===== config.mk =====
export PLATFORM = sky130hd
export DESIGN_NAME = softrst_ctl
export DESIGN_NICKNAME = d
export VERILOG_FILES = /design/src/rtl/softrst_pkg.sv /design/src/rtl/softrst_eng_seq.sv /design/src/rtl/softrst_host_gate.sv /design/src/rtl/softrst_ctl.sv
export SDC_FILE = /design/constraint.sdc
export NUM_CORES = 1
export LEC_CHECK = 0
export BUFFER_PORTS_ARGS = -buffer_cell sky130_fd_sc_hd__buf_2
export CORE_AREA = 2 2 42 44
export DETAILED_ROUTE_END_ITERATION = 8
export DIE_AREA = 0 0 44 46
export GPL_ROUTABILITY_DRIVEN = 0
export GPL_TIMING_DRIVEN = 1
export PLACE_DENSITY_LB_ADDON = 0.15
export REMOVE_ABC_BUFFERS = 1
export SETUP_SLACK_MARGIN = 0.3
export SLEW_MARGIN = 10
export SYNTH_ARGS = -nofsm -noshare
export SYNTH_HDL_FRONTEND = slang
export SYNTH_SLANG_ARGS = --single-unit

===== constraint.sdc =====
create_clock -name clk -period 3.75 [get_ports clk]
set_input_delay 0.75 -clock clk [delete_from_list [all_inputs] [get_ports clk]]
set_output_delay 0.75 -clock clk [all_outputs]
set_load 0.01 [all_outputs]

===== src/rtl/softrst_pkg.sv =====
package softrst_pkg;
  localparam int unsigned DATA_W         = 16;
  localparam int unsigned N_ENG          = 2;
  localparam int unsigned ACT_W          = 6;
  localparam int unsigned ACT_LSB        = 4;
  localparam int unsigned READY_BIT      = 15;
  localparam int unsigned LAUNCH_BIT_TOP = 11;

  typedef enum logic [1:0] {
    SEQ_IDLE = 2'd0,
    SEQ_CLR  = 2'd1,
    SEQ_RUN  = 2'd2
  } seq_state_e;

  // Engine i owns bit (LAUNCH_BIT_TOP - i) of the control word.
  function automatic int unsigned launch_bit(input int unsigned eng);
    return LAUNCH_BIT_TOP - eng;
  endfunction

  function automatic logic [DATA_W-1:0] pack_status(
    input logic             rdy,
    input logic [N_ENG-1:0] busy,
    input logic [ACT_W-1:0] act
  );
    logic [DATA_W-1:0] w;
    w = '0;
    w[READY_BIT] = rdy;
    for (int unsigned i = 0; i < N_ENG; i++) begin
      w[launch_bit(i)] = busy[i];
    end
    w[ACT_LSB +: ACT_W] = act;
    return w;
  endfunction
endpackage


===== src/rtl/softrst_eng_seq.sv =====
module softrst_eng_seq
  import softrst_pkg::*;
(
  input  logic clk,
  input  logic rst_n,
  input  logic launch,
  input  logic done_in,
  output logic busy,
  output logic stex_clr,
  output logic rst_req,
  output logic finish
);
  seq_state_e st_q, st_d;

  always_comb begin
    st_d = st_q;
    unique case (st_q)
      SEQ_IDLE: if (launch)  st_d = SEQ_CLR;
      SEQ_CLR:               st_d = SEQ_RUN;
      SEQ_RUN:  if (done_in) st_d = SEQ_IDLE;
      default:               st_d = SEQ_IDLE;
    endcase
  end

  always_ff @(posedge clk or negedge rst_n) begin
    if (!rst_n) st_q <= SEQ_IDLE;
    else        st_q <= st_d;
  end

  assign busy     = (st_q != SEQ_IDLE);
  assign stex_clr = (st_q == SEQ_CLR);
  assign rst_req  = (st_q == SEQ_RUN);
  assign finish   = rst_req & done_in;

  AST_CLR_SINGLE: assert property (@(posedge clk) disable iff (!rst_n)
    stex_clr |=> !stex_clr);
  AST_REQ_FOLLOWS_CLR: assert property (@(posedge clk) disable iff (!rst_n)
    stex_clr |=> rst_req);
  AST_REQ_HELD: assert property (@(posedge clk) disable iff (!rst_n)
    rst_req && !done_in |=> rst_req);
  AST_RELEASE_ON_DONE: assert property (@(posedge clk) disable iff (!rst_n)
    rst_req && done_in |=> !busy);
  AST_EARLY_DONE_IGNORED: assert property (@(posedge clk) disable iff (!rst_n)
    stex_clr && done_in |=> busy);
endmodule


===== src/rtl/softrst_host_gate.sv =====
module softrst_host_gate
  import softrst_pkg::*;
#(
  parameter int unsigned ADDR_W   = 4,
  parameter int unsigned CSR_ADDR = 0
) (
  input  logic              clk,
  input  logic              rst_n,
  input  logic [ADDR_W-1:0] host_addr,
  input  logic [DATA_W-1:0] host_wdata,
  input  logic              host_wr,
  input  logic              host_rd,
  input  logic              ready,
  input  logic [DATA_W-1:0] csr_word,
  input  logic [DATA_W-1:0] dn_rdata,
  output logic [DATA_W-1:0] host_rdata,
  output logic              dn_wr,
  output logic              dn_rd,
  output logic [N_ENG-1:0]  launch
);
  localparam logic [ADDR_W-1:0] CSR_A = ADDR_W'(CSR_ADDR);

  logic csr_sel;
  logic csr_wr_ok;

  assign csr_sel   = (host_addr == CSR_A);
  assign csr_wr_ok = host_wr & ready & csr_sel;
  assign dn_wr     = host_wr & ready & ~csr_sel;
  assign dn_rd     = host_rd & ready & ~csr_sel;

  // While held, the status word overrides every address.
  assign host_rdata = (!ready || csr_sel) ? csr_word : dn_rdata;

  for (genvar g = 0; g < N_ENG; g++) begin : g_launch
    assign launch[g] = csr_wr_ok & host_wdata[launch_bit(g)];
  end

  AST_NO_ACCESS_WHEN_HELD: assert property (@(posedge clk) disable iff (!rst_n)
    !ready |-> !dn_wr && !dn_rd && (launch == '0));
  AST_READ_OVERRIDE: assert property (@(posedge clk) disable iff (!rst_n)
    host_rd && !ready |-> host_rdata == csr_word);
endmodule


===== src/rtl/softrst_ctl.sv =====
module softrst_ctl
  import softrst_pkg::*;
#(
  parameter int unsigned ADDR_W   = 4,
  parameter int unsigned CSR_ADDR = 0
) (
  input  logic              clk,
  input  logic              rst_n,
  input  logic [ADDR_W-1:0] host_addr,
  input  logic [15:0]       host_wdata,
  input  logic              host_wr,
  input  logic              host_rd,
  output logic [15:0]       host_rdata,
  output logic              ready,
  output logic              dn_wr,
  output logic              dn_rd,
  input  logic [15:0]       dn_rdata,
  input  logic [5:0]        act_in,
  output logic [1:0]        stex_clr,
  output logic [1:0]        eng_rst_req,
  input  logic [1:0]        eng_rst_done
);
  logic [N_ENG-1:0]  launch;
  logic [N_ENG-1:0]  busy;
  logic [N_ENG-1:0]  finish;
  logic [DATA_W-1:0] csr_word;

  for (genvar g = 0; g < N_ENG; g++) begin : g_eng
    softrst_eng_seq u_seq (
      .clk      (clk),
      .rst_n    (rst_n),
      .launch   (launch[g]),
      .done_in  (eng_rst_done[g]),
      .busy     (busy[g]),
      .stex_clr (stex_clr[g]),
      .rst_req  (eng_rst_req[g]),
      .finish   (finish[g])
    );
  end

  assign ready    = ~|busy;
  assign csr_word = pack_status(ready, busy, act_in);

  softrst_host_gate #(
    .ADDR_W   (ADDR_W),
    .CSR_ADDR (CSR_ADDR)
  ) u_gate (
    .clk        (clk),
    .rst_n      (rst_n),
    .host_addr  (host_addr),
    .host_wdata (host_wdata),
    .host_wr    (host_wr),
    .host_rd    (host_rd),
    .ready      (ready),
    .csr_word   (csr_word),
    .dn_rdata   (dn_rdata),
    .host_rdata (host_rdata),
    .dn_wr      (dn_wr),
    .dn_rd      (dn_rd),
    .launch     (launch)
  );

  AST_LAUNCH_DROPS_READY: assert property (@(posedge clk) disable iff (!rst_n)
    |launch |=> !ready);
  AST_BOTH_START: assert property (@(posedge clk) disable iff (!rst_n)
    &launch |=> &busy);
  AST_LAST_FINISH_RAISES_READY: assert property (@(posedge clk) disable iff (!rst_n)
    finish == busy && |finish |=> ready);
endmodule


## Word level (Yosys, flattened, before mapping)

Cells that the tools add are included.

- Add/sub/neg operators: 0
- Multiply operators: 0
- Divide/modulo/power cells: 0
- Order comparisons: 0
- Eq/ne operators: 8
- Shift operators: 0
- Multiplexer cells: 7
- Bitwise logic cells: 8
- Reductions and logical operators: 10

Operators by type and width:

| operator | count |
|---|---|
| 2-to-1 mux 16 bit | 1 |
| one-hot mux 2 bit (3 select lines) | 2 |
| 2-to-1 mux 2 bit | 4 |
| bitwise AND 1 bit | 7 |
| == test 2 x 1 -> 1 bit, second input constant | 2 |
| == test 2 bit, second input constant | 2 |
| logical NOT 2 bit | 2 |
| logical NOT 4 bit | 1 |
| != test 2 x 1 -> 1 bit, second input constant | 2 |
| != test 2 bit, second input constant | 2 |
| AND reduction 2 bit | 2 |
| nonzero test 2 bit | 2 |
| OR reduction 2 bit | 1 |
| logical NOT 1 bit | 1 |
| logical OR 1 bit | 1 |
| inverter 1 bit | 1 |

- Flip-flop bits (word level): 4
- Bits in latches: 0
- Memory bits (writable): 0
- ROM bits: 0
- Input port bits: 48
- Output and inout port bits: 23
- Word-level logic and storage cells: 35
- Memories kept: 0

## Logic depth before layout (Yosys ltp)

- Depth in word-level cells: 8
- Depth in mapped cells: 5
- Mapped depth without buffers: 3

## Modules after synthesis

Synthesis repeated with hierarchy kept, for this count alone.

- Cell total of the unflattened synthesis: 47
- Area total of the unflattened synthesis: 457.9 µm²

By module, submodules not included:

| module | times used | cells an instance | area an instance (µm²) | sequential area each (µm²) |
|---|---|---|---|---|
| softrst_host_gate | 1 | 25 | 257.7 | 0.0 |
| softrst_eng_seq | 2 | 10 | 96.3 | 50.0 |
| softrst_ctl | 1 | 2 | 7.5 | 0.0 |

## Worst setup path after synthesis

Ideal clock, no wire load.

- Kind: input to output
- Start: in host_addr[1]
- End: out host_rdata[11]
- Arrival: 1706 ps
- Data required time: 3000 ps
- Setup slack: 1294 ps
- Stages on the path: 5
- Buffers on the path: 2
- Cells stage by stage: nor4_4 nor2b_1 buf_4 buf_6 a211o_1

- Word-level cells in the longest chain between the ends: 3

Ends and longest elaborated chain:

| element | line | text |
|---|---|---|
| from (decl) | softrst_ctl.sv:9 | `input logic [ADDR_W-1:0] host_addr,` |
| logical NOT 4 bit | softrst_host_gate.sv:26 | `assign csr_sel = (host_addr == CSR_A);` |
| logical OR 1 bit | softrst_host_gate.sv:32 | `assign host_rdata = (!ready \|\| csr_sel) ? csr_word : dn_rdata;` |
| 2-to-1 mux 16 bit | softrst_host_gate.sv:32 |  |
| to (decl) | softrst_ctl.sv:13 | `output logic [15:0] host_rdata,` |

Every way passes these cells.

## Final worst setup path

- Start: reg g_eng[1].u_seq.st_q[0]
- End: out host_rdata[9]

- Word-level cells in the longest chain between the ends: 4

Ends and longest elaborated chain:

| element | line | text |
|---|---|---|
| from (decl) | softrst_eng_seq.sv:13 | `seq_state_e st_q, st_d;` |
| from (signal assigned) | softrst_eng_seq.sv:27 | `else st_q <= st_d;` |
| nonzero test 2 bit | softrst_eng_seq.sv:30 | `assign busy = (st_q != SEQ_IDLE);` |
| OR reduction 2 bit | softrst_ctl.sv:41 | `assign ready = ~\|busy;` |
| logical OR 1 bit | softrst_host_gate.sv:32 |  |
| 2-to-1 mux 16 bit | softrst_host_gate.sv:32 |  |

Every way passes these cells.

==> impl_results.md <==
* Hold Crit Class: in2async
* Final setup violation count at 0
* Met3 WL at 162 microns
* Clock skew at 0.002178 ns
* Setup Fix Bufs, Post-CTS at 0
* Initial antenna violation count at 0
* Final Hold Viols at 0
* Syn Std Cell Area at 414.1 sq um
* Most flops, register: g_eng.u_seq.st_q
* Post-layout util at 42.71%
* CTS clk-pin slew, worst paths at 0.04 ns
* Most frequent cells in the layout: buf_2 (56), and2_1 (9), mux2_2 (6), nor2b_1 (5)
* Slowest-stage cell, CP: nor2b_1
* Largest net degree at the start of global routing at 18
* Worst-Margin Slew at 1.037 ns
* Post-DR wirelength/cell at 9.482 microns
* Layout area overhead at 66.47%
* RSZ-0062 raised after global routing: no
* Total die area at 2024 sq um
* DRC Markers at 0
* Setup tns final at 0 ns
* R2R Path Start: g_eng[1].u_seq.st_q[0]$_DFFE_PN0P_
* H-tree depth at 1
* Share of post-route cells with drive strength above 1 at 69.07%
* PwrDens at 240.0 nW/um^2
* R2r worst-path depth at 3
* Maximum VDD drop at 0.00009619 V
* Crit path from: g_eng[1].u_seq.st_q[0]$_DFFE_PN0P_
* Fin nets at 147
* Crit path cell chain: nor4_4 -> nor2b_1 -> mux2_2 -> buf_2
* Crit start category: flip-flop
* Rows at 15
* Synth warnings at 0
* Largest regs: g_eng.u_seq.st_q x4
* Die height at 46 microns
* CP max stage delay at 0.86 ns
* Synth top area cells: dfrtp_1 (24%), mux2_2 (16%), and2_1 (14%)
* Vias post-DR at 501
* Post-Route WL at 1081 microns
* Post-CTS Resized at 0
* Clk sinks at 4
* Nature of the critical path endpoint: output pin
* Reg2Reg Capture Point: g_eng[0].u_seq.st_q[0]$_DFFE_PN0P_
* Total CTS buffers at 3
* # fillers at 164
* Iteration-0 DRC Markers at 4
* Core area at 1614 sq um
* Period utilization at 84.58%
* Post-synth top area share at 24.17%
* Routed Antenna Nets at 0
* Relative slew slack at 30.75%
* Synthesized flop and latch total at 4
* Synthesized instance count at 44
* Pleak at 0.4370 nW
* Hpwl dp at 965.9 microns
* Most common cell after layout, fill and taps aside: buf_2
* Uppermost layer routed: met3
* Min Tclk post-route at 3.172 ns
* R2r setup slk at 2.66 ns
* Syn Area/Cell at 9.412 sq um
* Via/cell ratio at 4.395
* Register area share after synthesis at 24.17%
* Area leader, netlist: dfrtp_1
* Crit path capture: host_rdata[9]
* Root buffer cell: clkbuf_4
* Initial core utilization at 25.66%
* Status: finished clean
* Largest fanout on the critical path at 17
* TritonCTS clock tree: yes
* CP arrival at 2.42 ns
* Max frequency at 0.3153 GHz
* Count of distinct cell types in the synthesized netlist at 13
* Max reg flops at 4
* WL met2 at 538 microns
* Die Wd at 44 microns
* # IOs at 71
* Drt first pass iters at 5
* CTS Hold Buffers Added at 0
* WS Path Type: reg2out
* Overflow after GRT at 0
* # port buffers at 56
* Total Routing Usage GR at 10.54%
* Skew-Pair Late Insertion Delay at 0.23 ns
* CTS Buffer Depth at 2
* Number of diodes at 0
* Number of global-route vias before repair at 487
* First-pass GRT wire length at 1566 microns
* Met1 Wirelength at 380 microns
* Critical Path RT at 3.00 ns
* Max Cap Viol at 0
* Count of pins over their slew limit at 0
==> power by group <==
part	switching (mW)	internal [mW]
Clock	0.0168	0.0358
Combinational	0.0299	0.0379
Sequential	0.000978	0.0441
==> per-layer routing <==
| metal | vias to the layer above | track usage, % |
|---|---|---|
| li1 | 249 | - |
| met1 | 212 | 10.19 |
| met2 | 40 | 19.71 |
| met3 | 0 | 2.381 |
| met4 | 0 | 7.273 |
| met5 | - | 0 |
==> per-stage QoR <==
stage | setup slack, ns | hold WS, ns | std cells | cell area, sq um | total power, mW
2_1_floorplan | 1.136 | 0.4544 | 38 | 365.4 | 0.07830
3_3_place_gp | 0.7385 | 0.5614 | 111 | 666.9 | 0.1144
3_5_place_dp | 0.6891 | 0.5628 | 111 | 666.9 | 0.1147
4_1_cts | 0.4798 | 0.3096 | 114 | 689.4 | 0.1700
5_1_grt | 0.3596 | 0.3120 | 114 | 689.4 | 0.1782
6_report | 0.5784 | 0.3152 | 114 | 689.4 | 0.1655
==> worst max-delay path, delay by kind of cell, from the launching register on <==
| family | cells | cell delay [ns] |
|---|---|---|
| flip-flops | 1 | 0.42 |
| AND/OR/NAND/NOR | 2 | 1.21 |
| buffers and inverters | 1 | 0.14 |
| multiplexers | 1 | 0.42 |
==> synthesized netlist by cell type <==
cell type,count
a211o_1,2
a21o_1,2
and2_1,9
buf_4,5
buf_6,1
dfrtp_1,4
inv_1,4
mux2_2,6
nand3_1,1
nor2_1,2
nor2b_1,5
nor4_4,2
o21a_1,1
==> cell families (layout without fill, tap and decap cells) <==
| family | Yosys count | count (layout) | share of synthesized area (%) |
|---|---|---|---|
| compound gates | 5 | 5 | 9.668 |
| buf+inv | 10 | 63 | 15.41 |
| flops | 4 | 4 | 24.17 |
| mux | 6 | 6 | 16.31 |
| simple gates | 19 | 19 | 34.44 |
==> cell type report <==
class	instances	area, sq um	share of cell area, %
Multi-Input combinational cell	30	250.2	36.30
Timing Repair Buffer	56	280.3	40.65
Inverter	4	15.01	2.178
Clock buffer	3	22.52	3.267
Sequential cell	4	100.1	14.52
Tap cell	17	21.27	3.085
==> worst min path at each step <==
stage,from,to
4_1_cts,rst_n,g_eng[0].u_seq.st_q[0]$_DFFE_PN0P_
3_3_place_gp,rst_n,g_eng[0].u_seq.st_q[1]$_DFFE_PN0P_
5_1_grt,rst_n,g_eng[0].u_seq.st_q[0]$_DFFE_PN0P_
3_5_place_dp,rst_n,g_eng[0].u_seq.st_q[0]$_DFFE_PN0P_
2_1_floorplan,rst_n,g_eng[0].u_seq.st_q[0]$_DFFE_PN0P_
6_report,rst_n,g_eng[0].u_seq.st_q[0]$_DFFE_PN0P_
Note: power is estimated with default switching activity, not from simulation.
